$ cat src/rtl/adc_ctl_pkg.sv
package adc_ctl_pkg;

  localparam int CTRL_BITS = 8;

  localparam logic [1:0] MODE_EXT = 2'b11;
  localparam logic [1:0] MODE_INT = 2'b10;

  typedef enum logic [1:0] {
    PH_IDLE = 2'd0,
    PH_CONV = 2'd1,
    PH_READ = 2'd2
  } phase_t;

  typedef struct packed {
    logic [2:0] chan;
    logic       unipolar;
    logic       single_ended;
    logic [1:0] clk_mode;
  } ctrl_fields_t;

  // Bits after the start bit, oldest first in the top position.
  function automatic ctrl_fields_t decode_ctrl(input logic [CTRL_BITS-2:0] b);
    ctrl_fields_t f;
    f.chan         = b[6:4];
    f.unipolar     = b[3];
    f.single_ended = b[2];
    f.clk_mode     = b[1:0];
    return f;
  endfunction

endpackage

$ cat src/rtl/adc_pin_sampler.sv
module adc_pin_sampler (
  input  logic clk,
  input  logic rst_n,
  input  logic cs_n,
  input  logic sclk,
  output logic sclk_rise,
  output logic sclk_fall,
  output logic cs_fall
);

  logic sclk_q;
  logic cs_n_q;

  always_ff @(posedge clk) begin
    if (!rst_n) begin
      sclk_q <= 1'b0;
      cs_n_q <= 1'b1;
    end else begin
      sclk_q <= sclk;
      cs_n_q <= cs_n;
    end
  end

  // Serial clock edges count only while the device is selected.
  assign sclk_rise = ~cs_n &  sclk & ~sclk_q;
  assign sclk_fall = ~cs_n & ~sclk &  sclk_q;
  assign cs_fall   =  cs_n_q & ~cs_n;

endmodule

$ cat src/rtl/adc_ctrl_rx.sv
module adc_ctrl_rx
  import adc_ctl_pkg::*;
(
  input  logic         clk,
  input  logic         rst_n,
  input  logic         bit_stb,
  input  logic         din,
  input  logic         hunt_ok,
  input  logic         abort,
  output logic         busy,
  output logic         byte_done,
  output ctrl_fields_t fields
);

  localparam int CW = $clog2(CTRL_BITS);

  logic [CW-1:0]        cnt_q;
  logic [CTRL_BITS-2:0] sh_q;

  always_ff @(posedge clk) begin
    if (!rst_n) begin
      busy      <= 1'b0;
      cnt_q     <= '0;
      sh_q      <= '0;
      byte_done <= 1'b0;
      fields    <= '0;
    end else begin
      byte_done <= 1'b0;
      if (abort) begin
        busy  <= 1'b0;
        cnt_q <= '0;
      end else if (bit_stb) begin
        if (!busy) begin
          if (hunt_ok && din) begin
            busy  <= 1'b1;
            cnt_q <= CW'(1);
            sh_q  <= {{(CTRL_BITS-2){1'b0}}, 1'b1};
          end
        end else begin
          sh_q  <= {sh_q[CTRL_BITS-3:0], din};
          cnt_q <= cnt_q + CW'(1);
          if (cnt_q == CW'(CTRL_BITS-1)) begin
            busy      <= 1'b0;
            cnt_q     <= '0;
            byte_done <= 1'b1;
            fields    <= decode_ctrl({sh_q[CTRL_BITS-3:0], din});
          end
        end
      end
    end
  end

  AST_RX_DONE_PULSE: assert property (@(posedge clk) disable iff (!rst_n) byte_done |=> !byte_done);
  AST_RX_COUNT_LIVE: assert property (@(posedge clk) disable iff (!rst_n) busy |-> (cnt_q != '0));

endmodule

$ cat src/rtl/adc_conv_timer.sv
module adc_conv_timer #(
  parameter int CONV_CYCLES = 2000
) (
  input  logic clk,
  input  logic rst_n,
  input  logic start,
  output logic expire,
  output logic done
);

  localparam int CW = $clog2(CONV_CYCLES + 1);

  logic [CW-1:0] cnt_q;
  logic          run_q;

  assign expire = run_q && (cnt_q == CW'(1));

  always_ff @(posedge clk) begin
    if (!rst_n) begin
      cnt_q <= '0;
      run_q <= 1'b0;
      done  <= 1'b0;
    end else begin
      done <= expire;
      if (start) begin
        run_q <= 1'b1;
        cnt_q <= CW'(CONV_CYCLES);
      end else if (expire) begin
        run_q <= 1'b0;
        cnt_q <= '0;
      end else if (run_q) begin
        cnt_q <= cnt_q - CW'(1);
      end
    end
  end

  AST_TIMER_ONE_PULSE: assert property (@(posedge clk) disable iff (!rst_n) done |=> !done);
  AST_TIMER_IN_RANGE: assert property (@(posedge clk) disable iff (!rst_n) run_q |-> (cnt_q != '0 && cnt_q <= CW'(CONV_CYCLES)));

endmodule

$ cat src/rtl/adc_result_tx.sv
module adc_result_tx #(
  parameter int RES_BITS  = 12,
  parameter int EARLY_BIT = 5
) (
  input  logic                clk,
  input  logic                rst_n,
  input  logic                load,
  input  logic [RES_BITS-1:0] data,
  input  logic                shift,
  input  logic                clear,
  output logic                dout,
  output logic                started,
  output logic                late
);

  localparam int SAT     = RES_BITS + 1;
  localparam int CW      = $clog2(SAT + 1);
  localparam int LATE_AT = RES_BITS - EARLY_BIT;

  logic [RES_BITS-1:0] sh_q;
  logic [CW-1:0]       cnt_q;

  always_ff @(posedge clk) begin
    if (!rst_n) begin
      sh_q  <= '0;
      cnt_q <= '0;
      dout  <= 1'b0;
    end else if (clear) begin
      sh_q  <= '0;
      cnt_q <= '0;
      dout  <= 1'b0;
    end else if (load) begin
      sh_q  <= data;
      cnt_q <= '0;
      dout  <= 1'b0;
    end else if (shift) begin
      dout  <= sh_q[RES_BITS-1];
      sh_q  <= {sh_q[RES_BITS-2:0], 1'b0};
      if (cnt_q != CW'(SAT)) cnt_q <= cnt_q + CW'(1);
    end
  end

  assign started = (cnt_q != '0);
  assign late    = (cnt_q >= CW'(LATE_AT));

  AST_ZERO_FILL: assert property (@(posedge clk) disable iff (!rst_n) (shift && !clear && !load && cnt_q >= CW'(RES_BITS)) |=> !dout);
  AST_LATE_STICKY: assert property (@(posedge clk) disable iff (!rst_n) (late && !clear && !load) |=> late);

endmodule

$ cat src/rtl/adc_serial_ctl.sv
module adc_serial_ctl
  import adc_ctl_pkg::*;
#(
  parameter int RES_BITS    = 12,
  parameter int CONV_CYCLES = 2000,
  parameter int EARLY_BIT   = 5
) (
  input  logic                clk,
  input  logic                rst_n,
  input  logic                cs_n,
  input  logic                sclk,
  input  logic                din,
  input  logic [RES_BITS-1:0] conv_data,
  output logic                dout,
  output logic                dout_en,
  output logic                sstrb,
  output logic [2:0]          chan_sel,
  output logic                unipolar,
  output logic                single_ended,
  output logic [1:0]          clk_mode
);

  phase_t       phase_q;
  logic         pending_q;
  logic         sclk_rise, sclk_fall, cs_fall;
  logic         rx_busy, byte_done;
  ctrl_fields_t fields;
  logic         conv_expire, conv_done;
  logic         tx_started, tx_late;
  logic         hunt_ok, start_conv, readout_abort;

  adc_pin_sampler u_pins (
    .clk       (clk),
    .rst_n     (rst_n),
    .cs_n      (cs_n),
    .sclk      (sclk),
    .sclk_rise (sclk_rise),
    .sclk_fall (sclk_fall),
    .cs_fall   (cs_fall)
  );

  // A start bit is legal when nothing runs, or once the readout has shown the release bit.
  assign hunt_ok       = (phase_q == PH_IDLE) || (phase_q == PH_READ && tx_late);
  assign start_conv    = sclk_fall && (pending_q || byte_done);
  assign readout_abort = cs_fall && (phase_q == PH_READ) && tx_started;

  adc_ctrl_rx u_rx (
    .clk       (clk),
    .rst_n     (rst_n),
    .bit_stb   (sclk_rise),
    .din       (din),
    .hunt_ok   (hunt_ok),
    .abort     (cs_fall),
    .busy      (rx_busy),
    .byte_done (byte_done),
    .fields    (fields)
  );

  adc_conv_timer #(.CONV_CYCLES(CONV_CYCLES)) u_timer (
    .clk    (clk),
    .rst_n  (rst_n),
    .start  (start_conv),
    .expire (conv_expire),
    .done   (conv_done)
  );

  adc_result_tx #(.RES_BITS(RES_BITS), .EARLY_BIT(EARLY_BIT)) u_tx (
    .clk     (clk),
    .rst_n   (rst_n),
    .load    (conv_expire),
    .data    (conv_data),
    .shift   (sclk_fall && phase_q == PH_READ),
    .clear   (start_conv || readout_abort),
    .dout    (dout),
    .started (tx_started),
    .late    (tx_late)
  );

  always_ff @(posedge clk) begin
    if (!rst_n) begin
      phase_q   <= PH_IDLE;
      pending_q <= 1'b0;
    end else begin
      if (cs_fall || start_conv) pending_q <= 1'b0;
      else if (byte_done)        pending_q <= 1'b1;

      if (readout_abort)     phase_q <= PH_IDLE;
      else if (start_conv)   phase_q <= PH_CONV;
      else if (conv_expire)  phase_q <= PH_READ;
    end
  end

  assign dout_en      = ~cs_n;
  assign sstrb        = conv_done && (fields.clk_mode != MODE_EXT);
  assign chan_sel     = fields.chan;
  assign unipolar     = fields.unipolar;
  assign single_ended = fields.single_ended;
  assign clk_mode     = fields.clk_mode;

  AST_CONV_HOLDS: assert property (@(posedge clk) disable iff (!rst_n) (phase_q == PH_CONV && !conv_expire) |=> (phase_q == PH_CONV));
  AST_DESELECT_FREEZE: assert property (@(posedge clk) disable iff (!rst_n) cs_n |=> $stable(dout));
  AST_NO_EARLY_FRAME: assert property (@(posedge clk) disable iff (!rst_n) (phase_q == PH_READ && !tx_late) |-> !rx_busy);
  AST_FIELDS_STABLE_CONV: assert property (@(posedge clk) disable iff (!rst_n) (phase_q == PH_CONV) |=> $stable(fields));
  AST_STROBE_AFTER_CONV: assert property (@(posedge clk) disable iff (!rst_n) $rose(sstrb) |-> ($past(phase_q) == PH_CONV));

endmodule

$ cat config.mk
export PLATFORM = sky130hd
export DESIGN_NAME = adc_serial_ctl
export DESIGN_NICKNAME = d
export VERILOG_FILES = /design/src/rtl/adc_ctl_pkg.sv /design/src/rtl/adc_pin_sampler.sv /design/src/rtl/adc_ctrl_rx.sv /design/src/rtl/adc_conv_timer.sv /design/src/rtl/adc_result_tx.sv /design/src/rtl/adc_serial_ctl.sv
export SDC_FILE = /design/constraint.sdc
export NUM_CORES = 1
export LEC_CHECK = 0
export ABC_AREA = 1
export BUFFER_PORTS_ARGS = -buffer_cell sky130_fd_sc_hd__buf_2
export CORE_ASPECT_RATIO = 0.6
export CORE_MARGIN = 4
export CORE_UTILIZATION = 60
export CTS_BUF_LIST = sky130_fd_sc_hd__clkbuf_8
export CTS_CLUSTER_DIAMETER = 120
export DETAILED_ROUTE_END_ITERATION = 16
export HOLD_SLACK_MARGIN = 0.05
export PLACE_DENSITY_LB_ADDON = 0.3
export RECOVER_POWER = 25
export SYNTH_ARGS = -nofsm -noshare
export SYNTH_HDL_FRONTEND = slang
export SYNTH_SLANG_ARGS = --single-unit
export TNS_END_PERCENT = 10
$ cat constraint.sdc
create_clock -name clk -period 2.7 [get_ports clk]
set_clock_uncertainty 0.15 [all_clocks]
set_input_delay 0.27 -clock clk [delete_from_list [all_inputs] [get_ports clk]]
set_output_delay 0.27 -clock clk [all_outputs]
set_load 0.005 [all_outputs]
# Word-level counts from Yosys, hierarchy flattened
# Index checks and enable logic that the tools add are counted.
dict set report word_totals {
  output_inout_bits 10
  ff_bits 53
  in_bits 17
}
dict set report classes {
  n_eq_ne 5
  mux 18
  add_sub_neg 3
  bitwise 12
  n_lt_le_gt_ge 1
  n_reduce_logical 30
}
# cell count
set op_table {}
lappend op_table {{$mux W11} 3}
lappend op_table {{$mux W12} 2}
lappend op_table {{$mux W6} 2}
lappend op_table {{$eq A11 B1 Y1 const B} 1}
lappend op_table {{$sub A11 B1 Y11 const B} 1}
lappend op_table {{$mux W3} 3}
lappend op_table {{$reduce_or A3 Y1} 3}
lappend op_table {{$logic_and A1 B1 Y1} 8}
lappend op_table {{$mux W1} 8}
lappend op_table {{$reduce_or A2 Y1} 4}
lappend op_table {{$not A1 Y1} 7}
lappend op_table {{$reduce_bool A2 Y1} 3}
lappend op_table {{$and A1 B1 Y1} 5}
lappend op_table {{$add A4 B1 Y4 const B} 1}
lappend op_table {{$ge A4 B3 Y1 const B} 1}
lappend op_table {{$logic_or A1 B1 Y1} 4}
lappend op_table {{$ne A4 B4 Y1 const B} 1}
lappend op_table {{$reduce_and A2 Y1} 2}
lappend op_table {{$reduce_and A4 Y1} 1}
lappend op_table {{$reduce_bool A4 Y1} 1}
lappend op_table {{$reduce_or A4 Y1} 1}
lappend op_table {{$add A3 B1 Y3 const B} 1}
lappend op_table {{$eq A3 B3 Y1 const B} 1}
lappend op_table {{$reduce_and A3 Y1} 1}
lappend op_table {{other kinds (4)} 4}

# Depth between registers and ports, before layout
# Gate-level depths: netlist of the first run.
dict set report logic_depth {
  ltp_word 6
  mapped_depth 9
  depth_no_buf 9
}

# Modules after synthesis
# From an unflattened synthesis of the first run, not the netlist that was laid out.
dict set report hier_totals {
  hier_cells 394
  area_unflattened_um2 2646.3
}
# mod n_inst area_each_um2 cells_each
set modules_own_cells {}
lappend modules_own_cells {adc_result_tx 1 842.1 127}
lappend modules_own_cells {adc_conv_timer 1 772.0 118}
lappend modules_own_cells {adc_ctrl_rx 1 753.2 107}
lappend modules_own_cells {adc_serial_ctl 1 201.4 30}
lappend modules_own_cells {adc_pin_sampler 1 77.6 12}

# Worst setup path after synthesis of the first run
# No wires, ideal clock.
dict set report synth_timing {
  path_type {register -> register}
  from {reg u_rx.cnt_q[0]}
  to {reg, netlist name u_rx.fields[0]}
  arrival_ns 1.266
  setup_time_ns 0.070
  path_stages_with_launch 8
  synth_period_minus_slack_ns 1.486
  n_path_buf 1
  setup_slack_ns 1.214
  cell_sequence {dfxtp_1 ha_1 ha_1 nand2_1 nor3_4 buf_6 o21ai_0 a21oi_1}
}
dict set report synth_via {
  elab_chain_len 2
}
# element line
set synth_lines {}
lappend synth_lines {{start, declared} adc_ctrl_rx.sv:17} ;# logic [CW-1:0] cnt_q;
lappend synth_lines {{start signal, assigned} adc_ctrl_rx.sv:41} ;# cnt_q <= cnt_q + CW'(1);
lappend synth_lines {{$eq A3 B3 Y1} adc_ctrl_rx.sv:42} ;# if (cnt_q == CW'(CTRL_BITS-1)) begin
lappend synth_lines {{$reduce_and A4 Y1 (no source line)} -}
# No other way between the ends.
# A chain may end at the register's enable or synchronous reset.

# Worst setup path after layout of the first run
dict set report layout_timing {
  from {reg u_timer.cnt_q[1]}
  to {reg u_timer.cnt_q[6]}
}
dict set report layout_via {
  elab_chain_len 4
  word_cells_on_any_way 7
  classes_between {add/sub: 1; eq/ne: 1; mux: 3; reduce/logical: 2}
}
# element line
set layout_lines {}
lappend layout_lines {{start, declared} adc_conv_timer.sv:13} ;# logic [CW-1:0] cnt_q;
lappend layout_lines {{start signal, assigned} adc_conv_timer.sv:27} ;# cnt_q <= CW'(CONV_CYCLES);
lappend layout_lines {{start signal, assigned} adc_conv_timer.sv:32} ;# cnt_q <= cnt_q - CW'(1);
lappend layout_lines {{$sub A11 B1 Y11 / $eq A11 B1 Y1 (equally long branches)} {adc_conv_timer.sv:32, adc_conv_timer.sv:16}}
lappend layout_lines {{$mux W11 / $logic_and A1 B1 Y1 (equally long branches)} {adc_conv_timer.sv:31, adc_conv_timer.sv:16}}
lappend layout_lines {{$mux W11} adc_conv_timer.sv:28} ;# end else if (expire) begin
lappend layout_lines {{$mux W11} adc_conv_timer.sv:25} ;# if (start) begin
# Parallel ways exist; a longest one is shown, timed or not. The select of a mux whose other input is x is not followed.

==> results.toml, run 1 <==
[outcome]
status = "complete, no violations"

[worst_hold_path]
hold_path_depth = 3
min_path_type = "primary input to flip-flop"

[final_layout]
drive_above_1_share_pct = 12.57
antenna-diode-count = 0
areaGrowthSynthToFinish_pct = 9.161
fin_util_pct = 68.37
fin_cells = 442
nNetsFinal = 405

[critical_path]
r2r_cells = 9
cp-end-kind = "flip-flop"
worstPathArrival_ns = 2.11
crit_fanout = 21
cpMostUsedCell = "nand2_1"
crit_type = "flip-flop to flip-flop"
startpoint_type = "flip-flop"
critPathSlowestCell = "nand2_1"
r2r_slack_ns = 0.69
path_cells = "inv_1, ha_1, nand3_1, nor2_1, nand2_1, nand2_1, a21oi_2, nand2_1, nand2_1"
crit_required_ns = 2.80
max_stage_delay_ns = 0.48

[timing]
hold_viol = 0
fmax_mhz = 496.4
setup_viol = 0
finalCriticalPeriod_ns = 2.015
whs_ns = 0.05930
maxSlewViolCount = 0
rsz0062_at_grt = "no"
setup_tns_ns = 0
worst_pin_slew_ns = 0.8420
finalCritPeriodShare_pct = 74.62
slew_headroom_pct = 43.87

[pwr]
p_clk_share_pct = 32.8
power_uw = 1283
p_sw_uw = 297.8
vdd_drop_max_mv = 0.3334
powerDensity_mw_per_mm2 = 455.3
power_frac_seq_pct = 61.8
swShare_pct = 23.22
power_leakage_uw = 0.001254
p_comb_share_pct = 5.4
p_int_uw = 985.0

[floorplanning]
core_mm2 = 0.004121
num_io_pins = 27
die_y_um = 58.81
rows = 18
start_util_pct = 62.63
die_w_um = 92.68
fp.dieArea_mm2 = 0.005450

[logic_synthesis]
async_reset_ff_share_pct = 0
synth_edf_count = 0
synth.area.mux_share_pct = 0
synth_fa_ha_area_share_pct = 3.393
synth_top_family_by_area = "simple AND/OR/NAND/NOR gates"
synthXorXnorAreaFrac_pct = 1.357
seq_area_frac_synth_pct = 41.11
yosysWarnings = 0
synth_cells = 354
synthFlopType = "dfxtp_1"
synth_top_area_share_pct = 41.11
synth.cell_area_mm2 = 0.002581
synthesis.nets = 378
synth_area_per_cell_um2 = 7.292
synth_top_area_cell = "dfxtp_1"
synth-simple-area-share_pct = 32.53
ys_ff_latch = 53
synthTopCellsByArea = "dfxtp_1 41%, nand2_1 13%, a21oi_1 7.0%, nor2_1 5.4%, inv_1 4.4%"
synth_compound_gate_area_share_pct = 13.48
synth_cell_types = 33

[place]
dp.cells = 431
dp_hpwl_um = 3836
place_congestion = 0.8998
port_buffers = 26

[clocking]
clockBufferDepth = 2
root_buffer = "clkbuf_8"
cts_tree = "yes"
cts_sinks = 53
cts_made_buffers = 5
path_clk_slew_ns = 0.09
h-tree-depth = 2
clk_latency_ns = 0.30
post_cts_buffers = 0

[global_route]
top_usage_layer = "met2"
grt_pass1_vias = 2150
grt_usage_pct = 21.81
gr-usage-met3_pct = 5.619
grt_max_degree = 22
met2_usage_pct = 32.16
antenna_found_initial = 0
overflow = 0
met1_usage_pct = 30.93
grt_pass1_wl_um = 9522

[run]
maxCapViolCount = 0

[drt]
ant_nets = 0
drt_wl_total_um = 5520
drt-wirelength-per-cell_um = 12.49
viasPerCell = 5.312
drt_first_pass_iters = 5
drt_iter0_markers = 108
vias = 2348
drc_errors = 0
-- cell type report --
| type | count | area [µm²] |
|---|---|---|
| Timing Repair Buffer | 29 | 151.4 |
| Multi-Input combinational cell | 254 | 1308 |
| Clock inverter | 3 | 11.26 |
| Tap cell | 60 | 75.07 |
| Clock buffer | 5 | 68.82 |
| Fill cell | 356 | 1304 |
| Sequential cell | 53 | 1061 |
| Inverter | 38 | 142.6 |
-- registers in the layout (all words and copies together) (netlist names) --
name            flops
pending_q           1
u_rx.byte_done      1
u_timer.done        1
u_rx.sh_q           6
u_timer.cnt_q      11
u_pins.sclk_q       1
u_tx.cnt_q          4
u_rx.cnt_q          3
u_tx.dout           1
u_rx.busy           1
u_tx.sh_q          12
u_pins.cs_n_q       1
u_timer.run_q       1
phase_q             2
u_rx.fields         7
-- timing repair --
| action | 4_1_cts | 5_1_grt |
|---|---|---|
| gates resized for setup | 0 | 0 |
| hold endpoints to repair | 3 | 0 |
| hold buffers | 3 | 0 |
-- Yosys cell counts (3+ instances only) --
cell     count
nand2_1     88
dfxtp_1     53
nor2_1      37
a21oi_1     36
inv_1       30
nand3_1     19
o21ai_0     16
nand4_1     11
o21ai_1      9
ha_1         7
inv_2        6
buf_2        3
buf_6        3
nand2_2      3
nor2_2       3
o21ai_2      3
xor2_1       3
-- per-stage QoR --
stage               cell area (µm²)  setup slack [ns]
detailed placement             2719            0.7871
finish                         2818            0.6853
global route                   2818            0.5028
CTS                            2829            0.7514
floorplan                      2581             1.214
global placement               2719            0.8518
-- placed cells by master (no fill, tap or decap) --
master / synthesis / layout
nand2_1: 88 / 89
dfxtp_1: 53 / 53
nor2_1: 37 / 37
a21oi_1: 36 / 36
inv_1: 30 / 34
nand3_1: 19 / 19
buf_2: 3 / 19
o21ai_0: 16 / 16
nand4_1: 11 / 11
o21ai_1: 9 / 9
ha_1: 7 / 7
clkbuf_1: 1 / 7
inv_2: 6 / 5
clkbuf_8: 0 / 5
nor2_2: 3 / 3
o21ai_2: 3 / 3
xor2_1: 3 / 3
dlygate4sd3_1: 0 / 3
nand3_2: 2 / 2
clkinv_1: 2 / 2
nand2_4: 2 / 2
nor2_4: 2 / 2
nor2_8: 2 / 2
nand2_2: 3 / 2
nand3b_1: 2 / 2
nor3b_1: 2 / 2
a21boi_0: 1 / 1
nor3_4: 1 / 1
nor4_1: 1 / 1
or2_2: 1 / 1
a21oi_2: 1 / 1
xnor2_1: 1 / 1
nor3_1: 1 / 1
-- critical path, delay by kind of cell, from the launching register on --
family          cells  cell delay [ns]
flops               1             0.36
buf+inv             1             0.07
simple gates        6             0.90
compound gates      1             0.28
fa+ha+maj           1             0.19
-- final timing paths --
kind | endpoint | start
max | u_timer.cnt_q[6] | u_timer.cnt_q[1]
max reg2reg | u_timer.cnt_q[6] | u_timer.cnt_q[1]
min | u_tx.sh_q[11] | conv_data[11]
min reg2reg | phase_q[0] | phase_q[0]
-- power by group through the flow --
| stage | registers (µW) | clock network (µW) | logic, µW |
|---|---|---|---|
| floorplan | 809 | 0 | 43.6 |
| global placement | 811 | 0 | 64.8 |
| detailed placement | 810 | 0 | 65.9 |
| CTS | 792 | 430 | 69.9 |
| global route | 793 | 469 | 78.3 |
| finish | 792 | 421 | 69.6 |
-- layer usage --
layer | routed length (µm) | part of all wire [%]
met1 | 2765 | 50
met2 | 2272 | 41
met3 | 386 | 7.0
met5 | 0 | 0
met4 | 95 | 1.7
-- cells by family after synthesis --
group,Yosys count
simple gates,177
compound gates,66
flops,53
buf+inv,47
fa+ha+maj,7
xor+xnor,4
No activity file was read; power rests on OpenSTA's default activity.
==> run 2, diff against run 1 <==
==> constraint.sdc (replaced) <==
create_clock -name clk -period 1.9 [get_ports clk]
set_clock_uncertainty 0.15 [all_clocks]
set_input_delay 0.19 -clock clk [delete_from_list [all_inputs] [get_ports clk]]
set_output_delay 0.19 -clock clk [all_outputs]
set_load 0.005 [all_outputs]
==> results.toml, run 2 (synthesis gave the netlist of run 1 again) <==
[critical_path]
cpLargestDelayFamily = "buffers and inverters"
critPathBufInv = 2
worst-path-stages = 9
cp-end-kind = "flip-flop"
r2r_cells = 9
critPathSlowestCell = "clkbuf_2"
crit_fanout = 20
crit_type = "flip-flop to flip-flop"
worstPathArrival_ns = 1.90
max_stage_delay_ns = 0.38
startpoint_type = "flip-flop"
path_cells = "inv_1, ha_1, nand3_1, nor2_1, nand2_1, clkbuf_2, nand2_1, a21oi_1, nor2_1"
crit_required_ns = 1.96

[final_layout]
reg.largest.list = "u_tx.sh_q: 12 flops, u_timer.cnt_q: 11 flops, u_rx.fields: 7 flops"
antenna-diode-count = 0
areaGrowthSynthToFinish_pct = 17.16
drive_above_1_share_pct = 15.04
largest_reg_flops = 12
most-common-layout-cells = "88 x nand2_1, 53 x dfxtp_1, 37 x nor2_1"
nNetsFinal = 422
fin_cells = 459
fin_util_pct = 73.38
regMostFlops = "u_tx.sh_q"
final_common_cell = "nand2_1"
fin_area_mm2 = 0.003024

[global_route]
grt_pass1_vias = 2286
grt_pass1_wl_um = 10620
met2_usage_pct = 38.25
gr-usage-met3_pct = 6.003
overflow = 0
antenna_found_initial = 0
grt_usage_pct = 24.65
grt_max_degree = 21
top_usage_layer = "met2"
met1_usage_pct = 34.02

[clocking]
root_buffer = "clkbuf_8"
cts_tree = "yes"
clk_latency_ns = 0.31
h-tree-depth = 2
cts_sinks = 53
path_clk_slew_ns = 0.10
clockBufferDepth = 2
cts_made_buffers = 5

[pwr]
power_leakage_uw = 0.001345
power_frac_seq_pct = 52.0
swShare_pct = 21.69
vdd_drop_max_mv = 0.4750
p_clk_share_pct = 42.1
p_comb_share_pct = 5.8
powerDensity_mw_per_mm2 = 715.4
p_sw_uw = 469.2
p_int_uw = 1694

[floorplanning]
num_io_pins = 27
fp.dieArea_mm2 = 0.005450
die_w_um = 92.68
rows = 18
start_util_pct = 62.63
die_y_um = 58.81
core_mm2 = 0.004121

[place]
dpl-instance-area_mm2 = 0.002776
port_buffers = 26
dp.cells = 437
place_congestion = 0.8466
dp_hpwl_um = 4210

[timing]
finalCriticalPeriod_ns = 1.842
fmax_mhz = 542.8
maxSlewViolCount = 0
rsz0062_at_grt = "yes"
setup_tns_ns = 0
whs_ns = 0.08982
hold_viol = 0
worst_pin_slew_ns = 0.4632
slew_headroom_pct = 69.02
finalCritPeriodShare_pct = 96.97
setup_viol = 0

[drt]
viasPerCell = 5.473
ant_nets = 0
drt_iter0_markers = 218
drt-wirelength-per-cell_um = 13.89
drt_wl_total_um = 6376
drt_first_pass_iters = 5
drc_errors = 0
vias = 2512

[outcome]
status = "complete, no violations"

[worst_hold_path]
min_path_type = "primary input to flip-flop"
hold_path_depth = 3

[run]
maxCapViolCount = 0
[run 2: cell types whose count changed in the layout (fill, tap and decap cells not counted), sizes merged]
cell,change
inv,-3
buf,+6
clkinv,+1
dlygate4sd3,+10
bufinv,+2
clkbuf,+1
[run 2: final cells by class]
cell class	count	area [µm²]
Multi-Input combinational cell	254	1310
Timing Repair Buffer	46	301.5
Clock inverter	3	65.06
Fill cell	327	1097
Inverter	38	142.6
Clock buffer	5	68.82
Tap cell	60	75.07
Sequential cell	53	1061
[run 2: worst paths after layout]
kind,to,start,slack [ns]
hold / removal,u_rx.sh_q[2],rst_n,0.09
setup reg to reg,u_tx.sh_q[2],u_timer.cnt_q[1],0.06
setup / recovery,u_tx.sh_q[2],u_timer.cnt_q[1],0.06
hold reg to reg,u_tx.dout,u_tx.dout,0.31
[run 2: metal layers]
layer  wire (µm)  vias to the layer above
li1            -                     1243
met1        3048                     1144
met2        2764                      107
met3         435                       18
met4         126                        0
met5           0                        -
[run 2: tightest hold or removal path, stage by stage]
cell	delay (ns)
buf_2	0.11
clkinv_1	0.15
nor2_1	0.07
[run 2: power groups by stage]
stage                     Sequential [µW]  Combinational (µW)  Clock, µW
after global routing                 1130                 140        960
after floorplan                      1150                62.0          0
after CTS                            1130                 123        914
after detailed placement             1150                 102          0
after global placement               1150                99.6          0
final                                1130                 126        912
[run 2: metrics by stage]
step | worst slack [ns] | total power [µW]
after CTS | 0.09995 | 2162
final | 0.05757 | 2163
after floorplan | 0.4137 | 1211
after global routing | -0.03643 | 2227
after detailed placement | 0.1198 | 1253
after global placement | 0.2434 | 1250
[run 2: what timing repair did]
action / 4_1_cts / 5_1_grt
setup endpoints to repair: 0 / 15
hold endpoints to repair: 13 / 0
gates resized for setup: 0 / 1
hold buffers: 13 / 0
setup buffers: 0 / 1
==> run 3, diff against run 2 <==
--- a/config.mk
+++ b/config.mk
@@ -9,10 +9,11 @@
 export BUFFER_PORTS_ARGS = -buffer_cell sky130_fd_sc_hd__buf_2
 export CORE_ASPECT_RATIO = 0.6
 export CORE_MARGIN = 4
-export CORE_UTILIZATION = 60
+export CORE_UTILIZATION = 50
 export CTS_BUF_LIST = sky130_fd_sc_hd__clkbuf_8
 export CTS_CLUSTER_DIAMETER = 120
 export DETAILED_ROUTE_END_ITERATION = 16
+export GPL_TIMING_DRIVEN = 0
 export HOLD_SLACK_MARGIN = 0.05
 export PLACE_DENSITY_LB_ADDON = 0.3
 export RECOVER_POWER = 25
==> results.toml, run 3 (synthesis gave the netlist of run 1 again) <==
[drt]
viasPerCell = 5.065
drt-wirelength-per-cell_um = 12.16
drt_first_pass_iters = 4
drt_iter0_markers = 130
drc_errors = 0
vias = 2350
drt_wl_total_um = 5640
ant_nets = 0

[global_route]
antenna_found_initial = 0
grt_pass1_wl_um = 9666
grt_usage_pct = 18.20
grt_pass1_vias = 2151
overflow = 0
grt_max_degree = 16

[pwr]
p_int_uw = 1419
p_clk_share_pct = 33.0
power_uw = 1859
vdd_drop_max_mv = 0.4598
power_frac_seq_pct = 60.5
powerDensity_mw_per_mm2 = 620.1
power_leakage_uw = 0.001331
swShare_pct = 23.64
p_comb_share_pct = 6.5
p_sw_uw = 439.5

[timing]
finalCriticalPeriod_ns = 1.765
hold_viol = 0
setup_viol = 0
rsz0062_at_grt = "yes"
worst_pin_slew_ns = 0.4859
maxSlewViolCount = 0
fmax_mhz = 566.7
worst_slack_ns = 0.1354
setup_tns_ns = 0
finalCritPeriodShare_pct = 92.88
whs_ns = 0.08257
slew_headroom_pct = 67.61

[final_layout]
antenna-diode-count = 0
areaGrowthSynthToFinish_pct = 16.14
reg.largest.list = "u_tx.sh_q: 12 flops, u_timer.cnt_q: 11 flops, u_rx.fields: 7 flops"
nNetsFinal = 424
regMostFlops = "u_tx.sh_q"
most-common-layout-cells = "88 x nand2_1, 53 x dfxtp_1, 37 x nor2_1"
final_common_cell = "nand2_1"
drive_above_1_share_pct = 14.71
fillerInstances = 435
largest_reg_flops = 12

[floorplanning]
fp.dieArea_mm2 = 0.006414
die_w_um = 100.8
num_io_pins = 27
start_util_pct = 54.02
rows = 19
die_y_um = 63.66
core_mm2 = 0.004778

[clocking]
clockBufferDepth = 2
root_buffer = "clkbuf_8"
cts_tree = "yes"
cts_sinks = 53
clk_latency_ns = 0.30
h-tree-depth = 2
path_clk_slew_ns = 0.10
post_cts_resized = 0
cts_made_buffers = 5

[critical_path]
worstPathArrival_ns = 1.85
cp-end-kind = "flip-flop"
crit_type = "primary input to flip-flop"
crit_required_ns = 1.98
r2r_slack_ns = 0.19
r2r-start = "u_rx.cnt_q[0]"
crit_fanout = 10
r2r-end = "u_rx.fields[6]"
startpoint_type = "primary input"
r2r_cells = 7

[place]
port_buffers = 25
place_congestion = 0.8737
pre_cts_ws_ns = 0.1821
dp_hpwl_um = 4047

[outcome]
status = "complete, no violations"

[run]
maxCapViolCount = 0

[worst_hold_path]
hp-start = "conv_data[6]"
holdPathEnd = "u_tx.sh_q[6]"
min_path_type = "primary input to flip-flop"
hold_path_depth = 5
-- run 3: changes by cell type in the layout (fill, tap and decap cells not counted), sizes merged --
cell / before / now
inv: 36 / 38
bufinv: 2 / 0
clkinv: 3 / 2
clkinvlp: 0 / 1
buf: 25 / 27
-- run 3: power groups by stage --
stage	clock, µW	combinational [µW]	sequential (µW)
after floorplan	0	62.0	1150
after global placement	0	96.7	1150
after detailed placement	0	97.7	1150
after CTS	629	120	1120
after global routing	678	134	1130
final	614	121	1120
-- run 3: repair_timing --
item                                    4_1_cts  5_1_grt
hold buffers                                 13        0
endpoints found under the setup margin        0        4
setup buffers                                 0        1
hold endpoints to repair                     13        0
-- run 3: area by class of cell --
cell class                      count  area [µm²]  area share (%)
Timing Repair Buffer               39       255.2           8.514
Clock buffer                        5       68.82           2.295
Buffer                              9       66.31           2.212
Inverter                           38       142.6           4.758
Sequential cell                    53        1061           35.39
Tap cell                           63       78.83           2.629
Clock inverter                      3       15.01          0.5008
Multi-Input combinational cell    254        1310           43.70
-- run 3: critical path, cell delays in order --
cell	delay, ns
dlygate4sd3_1	0.53
buf_2	0.15
inv_2	0.11
nand3_2	0.16
nor3_4	0.31
buf_6	0.18
o21ai_0	0.07
a21oi_1	0.15
-- run 3: how the worst max path moves through the flow --
stage / start / to / slack, ns / cells after the start
2_1_floorplan: u_rx.cnt_q[0] / u_rx.fields[0] / 0.41 / 7
5_1_grt: cs_n / u_rx.fields[6] / -0.01 / 8
3_3_place_gp: u_rx.cnt_q[0] / u_rx.fields[6] / 0.20 / 7
3_5_place_dp: u_rx.cnt_q[0] / u_rx.fields[6] / 0.18 / 7
6_report: cs_n / u_rx.fields[6] / 0.14 / 8
4_1_cts: sclk / u_tx.sh_q[8] / 0.13 / 8
-- run 3: metrics by stage --
stage,cell area [µm²],utilization [%],instances
detailed placement,2785,58.29,442
CTS,2999,62.77,463
floorplan,2581,-,354
global route,2998,62.74,464
finish,2998,62.74,464
global placement,2785,58.29,442
-- run 3: per-layer routing --
layer  vias to the layer above  share of wire [%]  track usage (%)
li1                       1241                  -                -
met1                      1041                 51            26.52
met2                        64                 42            26.97
met3                         4                6.4            4.741
met4                         0               0.55            3.361
met5                         -                  0                0
